--- config.mk ---
export PLATFORM = sky130hd
export DESIGN_NAME = tmr_channel
export DESIGN_NICKNAME = d
export VERILOG_FILES = /design/src/rtl/tmr_chan_pkg.sv /design/src/rtl/tmr_chan_cfg.sv /design/src/rtl/tmr_chan_store.sv /design/src/rtl/tmr_chan_match.sv /design/src/rtl/tmr_channel.sv
export SDC_FILE = /design/constraint.sdc
export NUM_CORES = 1
export LEC_CHECK = 0
export BUFFER_PORTS_ARGS = -buffer_cell sky130_fd_sc_hd__buf_2
export CORE_MARGIN = 5
export CORE_UTILIZATION = 35
export DETAILED_ROUTE_END_ITERATION = 7
export PLACE_DENSITY = 0.55
export SLEW_MARGIN = 20
export SYNTH_ARGS = -nofsm -noshare
export SYNTH_HDL_FRONTEND = slang
export SYNTH_SLANG_ARGS = --single-unit
--- constraint.sdc ---
create_clock -name clk -period 5.25 [get_ports clk]
set_input_delay 1.05 -clock clk [delete_from_list [all_inputs] [get_ports clk]]
set_output_delay 1.05 -clock clk [all_outputs]
set_load 0.02 [all_outputs]
--- src/rtl/tmr_chan_pkg.sv ---
package tmr_chan_pkg;

   // bit positions inside the writable low configuration bits
   localparam int unsigned CFG_EN      = 0;
   localparam int unsigned CFG_PER     = 1;
   localparam int unsigned CFG_SETV    = 2;
   localparam int unsigned CFG_NARROW  = 3;
   localparam int unsigned CFG_WR_BITS = 4;
   localparam int unsigned CFG_CAP_LSB = 4;

   // packed so that bit order equals the register layout (3..0)
   typedef struct packed {
      logic narrow;
      logic setv;
      logic per;
      logic en;
   } chan_mode_t;

endpackage

--- src/rtl/tmr_chan_cfg.sv ---
module tmr_chan_cfg
   import tmr_chan_pkg::*;
#(
   parameter int unsigned       DATA_W       = 32,
   parameter logic [DATA_W-1:0] IRQ_CAP      = '0,
   parameter bit                PERIODIC_CAP = 1'b1
) (
   input  logic                  clk,
   input  logic                  rst_n,
   input  logic [CFG_WR_BITS-1:0] wr_bits,
   input  logic                  cfg_we,
   input  logic                  cmp_we,
   input  logic                  glb_en,
   input  logic                  cmp_ones,
   output chan_mode_t            mode,
   output logic [2*DATA_W-1:0]   cfg_word,
   output logic                  armed,
   output logic                  narrow_load
);
   localparam int unsigned PAD_W = DATA_W - CFG_WR_BITS - 2;

   chan_mode_t mode_wr;
   logic       glb_q;

   assign mode_wr.en     = wr_bits[CFG_EN];
   assign mode_wr.setv   = wr_bits[CFG_SETV];
   assign mode_wr.narrow = wr_bits[CFG_NARROW];

   generate
      if (PERIODIC_CAP) begin : g_per
         assign mode_wr.per = wr_bits[CFG_PER];
      end else begin : g_noper
         assign mode_wr.per = 1'b0;
      end
   endgenerate

   assign narrow_load = cfg_we & wr_bits[CFG_NARROW];

   always_ff @(posedge clk or negedge rst_n) begin
      if (!rst_n) begin
         mode <= '0;
      end else if (cfg_we) begin
         mode <= mode_wr;
      end else if (cmp_we) begin
         mode.setv <= 1'b0;
      end
   end

   always_ff @(posedge clk or negedge rst_n) begin
      if (!rst_n) begin
         glb_q <= 1'b0;
         armed <= 1'b0;
      end else begin
         glb_q <= glb_en;
         if (!glb_en) begin
            armed <= 1'b0;
         end else if (cfg_we && !mode_wr.en) begin
            armed <= 1'b0;
         end else if (cfg_we && mode_wr.en && !mode.en) begin
            armed <= 1'b1;
         end else if (!glb_q && mode.en && !cmp_ones) begin
            armed <= 1'b1;
         end
      end
   end

   assign cfg_word = {IRQ_CAP, {PAD_W{1'b0}}, 1'b1, PERIODIC_CAP, mode};


   glb_low_disarm_chk: assert property (@(posedge clk) disable iff (!rst_n)
      !glb_en |=> !armed);


   setv_clear_chk: assert property (@(posedge clk) disable iff (!rst_n)
      (cmp_we && !cfg_we) |=> !mode.setv);

endmodule

--- src/rtl/tmr_chan_store.sv ---
module tmr_chan_store #(
   parameter int unsigned DATA_W = 32
) (
   input  logic                clk,
   input  logic                rst_n,
   input  logic [DATA_W-1:0]   wr_data,
   input  logic                cmp_lo_we,
   input  logic                cmp_hi_we,
   input  logic                per,
   input  logic                setv,
   input  logic                narrow,
   input  logic                narrow_load,
   input  logic                adv_en,
   input  logic [2*DATA_W-1:0] adv_cmp,
   output logic [2*DATA_W-1:0] cmp_q,
   output logic [2*DATA_W-1:0] period_q
);
   localparam int unsigned CNT_W = 2 * DATA_W;

   logic [CNT_W-1:0]  cmp_d, period_d;
   logic [DATA_W-1:0] lo_mask, hi_mask;
   logic              load_cmp;

   assign load_cmp = !per || setv;
   assign hi_mask  = {1'b0, {(DATA_W-1){1'b1}}};
   assign lo_mask  = narrow ? hi_mask : {DATA_W{1'b1}};

   always_comb begin
      cmp_d    = cmp_q;
      period_d = period_q;
      if (adv_en) begin
         cmp_d = adv_cmp;
      end
      if (cmp_lo_we) begin
         if (load_cmp) cmp_d[DATA_W-1:0] = wr_data;
         if (per)      period_d[DATA_W-1:0] = wr_data & lo_mask;
      end
      if (cmp_hi_we && !narrow) begin
         if (load_cmp) cmp_d[CNT_W-1:DATA_W] = wr_data;
         if (per)      period_d[CNT_W-1:DATA_W] = wr_data & hi_mask;
      end
      if (narrow_load) begin
         cmp_d[CNT_W-1:DATA_W]    = '0;
         period_d[CNT_W-1:DATA_W] = '0;
      end
   end

   always_ff @(posedge clk or negedge rst_n) begin
      if (!rst_n) begin
         cmp_q    <= '1;
         period_q <= '0;
      end else begin
         cmp_q    <= cmp_d;
         period_q <= period_d;
      end
   end


   period_msb_chk: assert property (@(posedge clk) disable iff (!rst_n)
      !period_q[CNT_W-1]);


   narrow_hi_zero_chk: assert property (@(posedge clk) disable iff (!rst_n)
      narrow |-> (cmp_q[CNT_W-1:DATA_W] == '0) && (period_q[CNT_W-1:DATA_W] == '0));

endmodule

--- src/rtl/tmr_chan_match.sv ---
module tmr_chan_match #(
   parameter int unsigned DATA_W       = 32,
   parameter bit          PERIODIC_CAP = 1'b1
) (
   input  logic                clk,
   input  logic                rst_n,
   input  logic [2*DATA_W-1:0] count,
   input  logic [2*DATA_W-1:0] cmp_q,
   input  logic [2*DATA_W-1:0] period_q,
   input  logic                en,
   input  logic                per,
   input  logic                narrow,
   input  logic                armed,
   input  logic                glb_en,
   input  logic                cmp_we,
   output logic                fire,
   output logic                adv_en,
   output logic [2*DATA_W-1:0] adv_cmp
);
   localparam int unsigned CNT_W = 2 * DATA_W;

   logic              live, eq_hit, hit;
   logic              reached, behind, catch_q, catch_d, fire_d;

   assign live   = armed && glb_en && en;
   assign eq_hit = narrow ? (count[DATA_W-1:0] == cmp_q[DATA_W-1:0])
                          : (count == cmp_q);

   generate
      if (PERIODIC_CAP) begin : g_per
         logic [CNT_W-1:0]  gap_w, nxt_w, lead_w;
         logic [DATA_W-1:0] gap_n, nxt_n, lead_n;

         assign gap_w  = count - cmp_q;
         assign gap_n  = count[DATA_W-1:0] - cmp_q[DATA_W-1:0];
         assign nxt_w  = cmp_q + period_q;
         assign nxt_n  = cmp_q[DATA_W-1:0] + period_q[DATA_W-1:0];
         assign lead_w = count - nxt_w;
         assign lead_n = count[DATA_W-1:0] - nxt_n;

         assign reached = narrow ? !gap_n[DATA_W-1] : !gap_w[CNT_W-1];
         assign behind  = narrow ? !lead_n[DATA_W-1] : !lead_w[CNT_W-1];
         assign adv_cmp = narrow ? {{DATA_W{1'b0}}, nxt_n} : nxt_w;
      end else begin : g_noper
         assign reached = 1'b0;
         assign behind  = 1'b0;
         assign adv_cmp = cmp_q;
      end
   endgenerate

   assign hit     = per ? reached : eq_hit;
   assign adv_en  = live && per && reached;
   assign catch_d = (!live || cmp_we) ? 1'b0 : (per && reached && behind);
   assign fire_d  = live && hit && !(per && catch_q);

   always_ff @(posedge clk or negedge rst_n) begin
      if (!rst_n) begin
         catch_q <= 1'b0;
         fire    <= 1'b0;
      end else begin
         catch_q <= catch_d;
         fire    <= fire_d;
      end
   end


   fire_live_chk: assert property (@(posedge clk) disable iff (!rst_n)
      fire |-> $past(armed) && $past(glb_en));

endmodule

--- src/rtl/tmr_channel.sv ---
module tmr_channel
   import tmr_chan_pkg::*;
#(
   parameter int unsigned       DATA_W       = 32,
   parameter logic [DATA_W-1:0] IRQ_CAP      = DATA_W'('h0000_0A04),
   parameter bit                PERIODIC_CAP = 1'b1,
   localparam int unsigned      CNT_W        = 2 * DATA_W
) (
   input  logic              clk,
   input  logic              rst_n,
   input  logic [CNT_W-1:0]  count_i,
   input  logic              glb_en_i,
   input  logic [DATA_W-1:0] wr_data_i,
   input  logic              cfg_lo_we_i,
   input  logic              cmp_lo_we_i,
   input  logic              cmp_hi_we_i,
   output logic [CNT_W-1:0]  cfg_o,
   output logic [CNT_W-1:0]  cmp_o,
   output logic [CNT_W-1:0]  period_o,
   output logic              armed_o,
   output logic              fire_o
);
   generate
      if (DATA_W < 8) begin : g_bad_width
         $error("tmr_channel: DATA_W must be at least 8");
      end
   endgenerate

   chan_mode_t       mode;
   logic             armed, narrow_load, cmp_we, adv_en;
   logic [CNT_W-1:0] cmp_q, period_q, adv_cmp;

   assign cmp_we = cmp_lo_we_i | cmp_hi_we_i;

   tmr_chan_cfg #(
      .DATA_W       (DATA_W),
      .IRQ_CAP      (IRQ_CAP),
      .PERIODIC_CAP (PERIODIC_CAP)
   ) u_cfg (
      .clk         (clk),
      .rst_n       (rst_n),
      .wr_bits     (wr_data_i[CFG_WR_BITS-1:0]),
      .cfg_we      (cfg_lo_we_i),
      .cmp_we      (cmp_we),
      .glb_en      (glb_en_i),
      .cmp_ones    (&cmp_q),
      .mode        (mode),
      .cfg_word    (cfg_o),
      .armed       (armed),
      .narrow_load (narrow_load)
   );

   tmr_chan_store #(
      .DATA_W (DATA_W)
   ) u_store (
      .clk         (clk),
      .rst_n       (rst_n),
      .wr_data     (wr_data_i),
      .cmp_lo_we   (cmp_lo_we_i),
      .cmp_hi_we   (cmp_hi_we_i),
      .per         (mode.per),
      .setv        (mode.setv),
      .narrow      (mode.narrow),
      .narrow_load (narrow_load),
      .adv_en      (adv_en),
      .adv_cmp     (adv_cmp),
      .cmp_q       (cmp_q),
      .period_q    (period_q)
   );

   tmr_chan_match #(
      .DATA_W       (DATA_W),
      .PERIODIC_CAP (PERIODIC_CAP)
   ) u_match (
      .clk      (clk),
      .rst_n    (rst_n),
      .count    (count_i),
      .cmp_q    (cmp_q),
      .period_q (period_q),
      .en       (mode.en),
      .per      (mode.per),
      .narrow   (mode.narrow),
      .armed    (armed),
      .glb_en   (glb_en_i),
      .cmp_we   (cmp_we),
      .fire     (fire_o),
      .adv_en   (adv_en),
      .adv_cmp  (adv_cmp)
   );

   assign cmp_o    = cmp_q;
   assign period_o = period_q;
   assign armed_o  = armed;

endmodule

==> flow_summary.json <==
{
  "core_sq_mm": 0.03670,
  "cts_hold_buf": 0,
  "yosys_warnings": 0,
  "hpwl_um": 41630,
  "synthTopCellsByArea": "ha_1 18%, dfrtp_1 14%, dfstp_2 13%",
  "reg2regPathDepth": 18,
  "p_sw_mw": 2.685,
  "final_util_pct": 41.21,
  "num-nets-final": 2054,
  "die_w_um": 203.0,
  "synth_most_common_cell": "nand2_1",
  "synth-edff-count": 0,
  "timing.rr.end": "u_match.catch_q",
  "skew_ps": 14.54,
  "ir_drop_v": 0.0002543,
  "clk-insertion-delay-late_ps": 460,
  "viasPerCell": 5.584,
  "slew_headroom_pct": 29.38,
  "clkPwrFrac_pct": 22.5,
  "die_h_um": 203.0,
  "arrival_ps": 5390,
  "h-tree-depth": 4,
  "seq_area_frac_synth_pct": 26.52,
  "finalWorstSetupSlack_ps": 247.0,
  "worstPathMaxFanout": 6,
  "routed_wl_um": 51460,
  "reg2reg_setup_slack_ps": 250,
  "ioPinCount": 296,
  "root_buffer": "clkbuf_16",
  "port_buffers": 234,
  "whs_endpoint": "u_store.period_q[31]",
  "grt_pass1_vias": 12451,
  "fin_crit_sh_pct": 95.29,
  "synth_top_cell_by_area": "ha_1",
  "yosys_register_bits": 135,
  "fillerInstances": 3680,
  "avgSynthCellArea_sq_um": 8.376,
  "place_ws_ps": -57.62,
  "via_count": 12537,
  "gp_congestion": 0.9299,
  "drtIter0Drc": 903,
  "drive_gt1_share_pct": 24.89,
  "pwr-share-comb_pct": 52.3,
  "outcome": "finished clean",
  "path_clk_slew_ps": 70,
  "numCtsBuffers": 17,
  "hold_violations": 0,
  "sw_frac_of_total_pct": 45.55,
  "area_growth_pct": 15.96,
  "top_layer_used": "met5",
  "cts_tree": "built",
  "wl_met3_um": 3720,
  "crit_type": "reg -> reg",
  "rows": 70,
  "track_usage_pct": 24.28,
  "wl_met1_um": 23420,
  "drt-pass1-iter-count": 5,
  "power_mw": 5.895,
  "dr_wl_met2_um": 22100,
  "worst_setup_path_start_kind": "flop",
  "clockBufferDepth": 2,
  "placed_area_sq_mm": 0.01445,
  "dieArea_sq_mm": 0.04122,
  "max_freq_mhz": 199.9,
  "grt_pass1_wl_um": 76810,
  "tns_ps": 0,
  "slew_viol_final": 0,
  "placed_cells": 2211,
  "fin_area_sq_mm": 0.01512,
  "netlist_area_sq_mm": 0.01304,
  "worst_pin_slew_ps": 1058,
  "min_path_type": "reg -> reg",
  "final_antenna_net_count": 0,
  "min_from": "u_store.period_q[31]",
  "grt_overflow": 0,
  "yosysUniqueCellTypes": 71,
  "cts.sinks": 135,
  "required_ps": 5630,
  "holdPathStages": 2,
  "seq_power_share_pct": 25.2,
  "endpoint_kind": "flop",
  "synth_top_area_share_pct": 18.04,
  "synth-main-ff-cell": "dfrtp_1",
  "antenna_found_initial": 3,
  "initial_utilization_pct": 35.54,
  "wl_per_cell_um": 22.92,
  "final_cells": 2245,
  "setup_viol": 0,
  "r2r_start": "u_store.cmp_q[14]",
  "power_density_mw_per_mm2": 389.8,
  "syn_inst": 1557,
  "async_flop_share_pct": 100.0,
  "drv_cap": 0,
  "hold_slack_ps": 511.0,
  "leakage_nw": 7.119,
  "period_needed_ps": 5003,
  "grt_max_degree": 63,
  "drcViolationCount": 0,
  "synth.top_cells.by_count": "189 x nand2_1, 188 x ha_1, 164 x a21oi_1",
  "p_int_mw": 3.209
}
## cell families after synthesis
group	synth area share [%]
compound gates	21.81
simple gates	14.77
buf+inv	8.299
fa+ha+maj	18.19
flops	26.52
mux	5.891
xor+xnor	4.471
other cells	0.05759
## state kept, by name, summed over array words and instances, names as in the netlist
signal and count:
u_cfg.armed 1, u_cfg.cfg_word 4, u_cfg.glb_q 1, u_match.catch_q 1, u_match.fire 1, u_store.cmp_q 64
u_store.period_q 63
## cell usage in the layout, fill, tap and decap left out, types with 5 or more instances in the layout
cell,n
dfrtp_1,71
ha_1,188
a2111oi_0,5
nand2_1,189
nand2b_1,6
o21ai_0,122
clkbuf_16,17
a31oi_1,13
dfstp_2,64
xnor2_1,37
mux2i_1,7
nand3_1,24
a21oi_1,162
nand4_1,58
and3_1,6
conb_1,61
nor2b_1,9
or3_1,5
a211oi_1,8
nor4_1,12
a22oi_1,12
and2_1,8
o31ai_1,6
nor3_1,17
nor2_1,59
buf_4,23
buf_2,233
mux2_2,62
o22ai_1,7
a21o_1,46
inv_1,88
xor2_1,27
o21bai_1,14
o21a_1,9
o21ai_1,5
o211ai_1,10
or2_2,5
## critical path, stage by stage, from the launching register on
cell	delay, ps
dfstp_2	560
ha_1	320
a21oi_1	270
o21ai_0	220
a2111oi_2	420
a21oi_2	190
a21oi_1	270
o21bai_1	160
a21oi_1	210
xor2_1	140
ha_1	210
a21o_1	170
a21o_1	190
a211oi_2	320
nand2_1	200
a2111o_1	440
a41oi_1	260
xnor3_1	240
a21oi_1	140
## layout make-up
cell class | count | area (sq um) | area share, %
inverters | 89 | 334.1 | 2.209
clock buffers | 19 | 452.9 | 2.995
well taps | 468 | 585.6 | 3.872
diodes | 1 | 2.502 | 0.01655
repair buffers | 257 | 1350 | 8.928
clock inverters | 13 | 168.9 | 1.117
flip-flops and latches | 135 | 3458 | 22.87
multi-input cells | 1263 | 8770 | 57.99
## repair_timing
action | 4_1_cts | 5_1_grt
endpoints found under the setup margin | 1 | 1
pin swaps | 0 | 0
buffers inserted | 0 | 1
resized for setup | 2 | 8
## routing by layer
metal  global-route usage, %  vias up
met5                       0        -
met1                   33.87     6008
met4                   10.31        4
met2                   36.21      478
met3                   5.398       84
li1                        -     5963
## worst max-delay path by stage
stage	depth (start not counted)	endpoint	from	slack [ps]
5_1_grt	19	u_match.catch_q	u_store.cmp_q[14]	-20
4_1_cts	19	u_match.catch_q	u_store.cmp_q[14]	70
6_report	18	u_match.catch_q	u_store.cmp_q[14]	250
3_5_place_dp	21	u_match.catch_q	u_store.cmp_q[0]	-60
3_3_place_gp	19	u_match.catch_q	u_store.cmp_q[0]	20
2_1_floorplan	22	u_match.catch_q	u_store.period_q[0]	940
## power groups by stage
stage               clock (mW)  sequential (mW)  combinational [mW]
finish                    1.33             1.48                3.09
global route              1.39             1.51                3.42
detailed placement           0             1.50                3.01
floorplan                    0             1.61                1.94
global placement             0             1.49                2.99
CTS                       1.35             1.48                3.03
(Power assumes the default switching activity.)
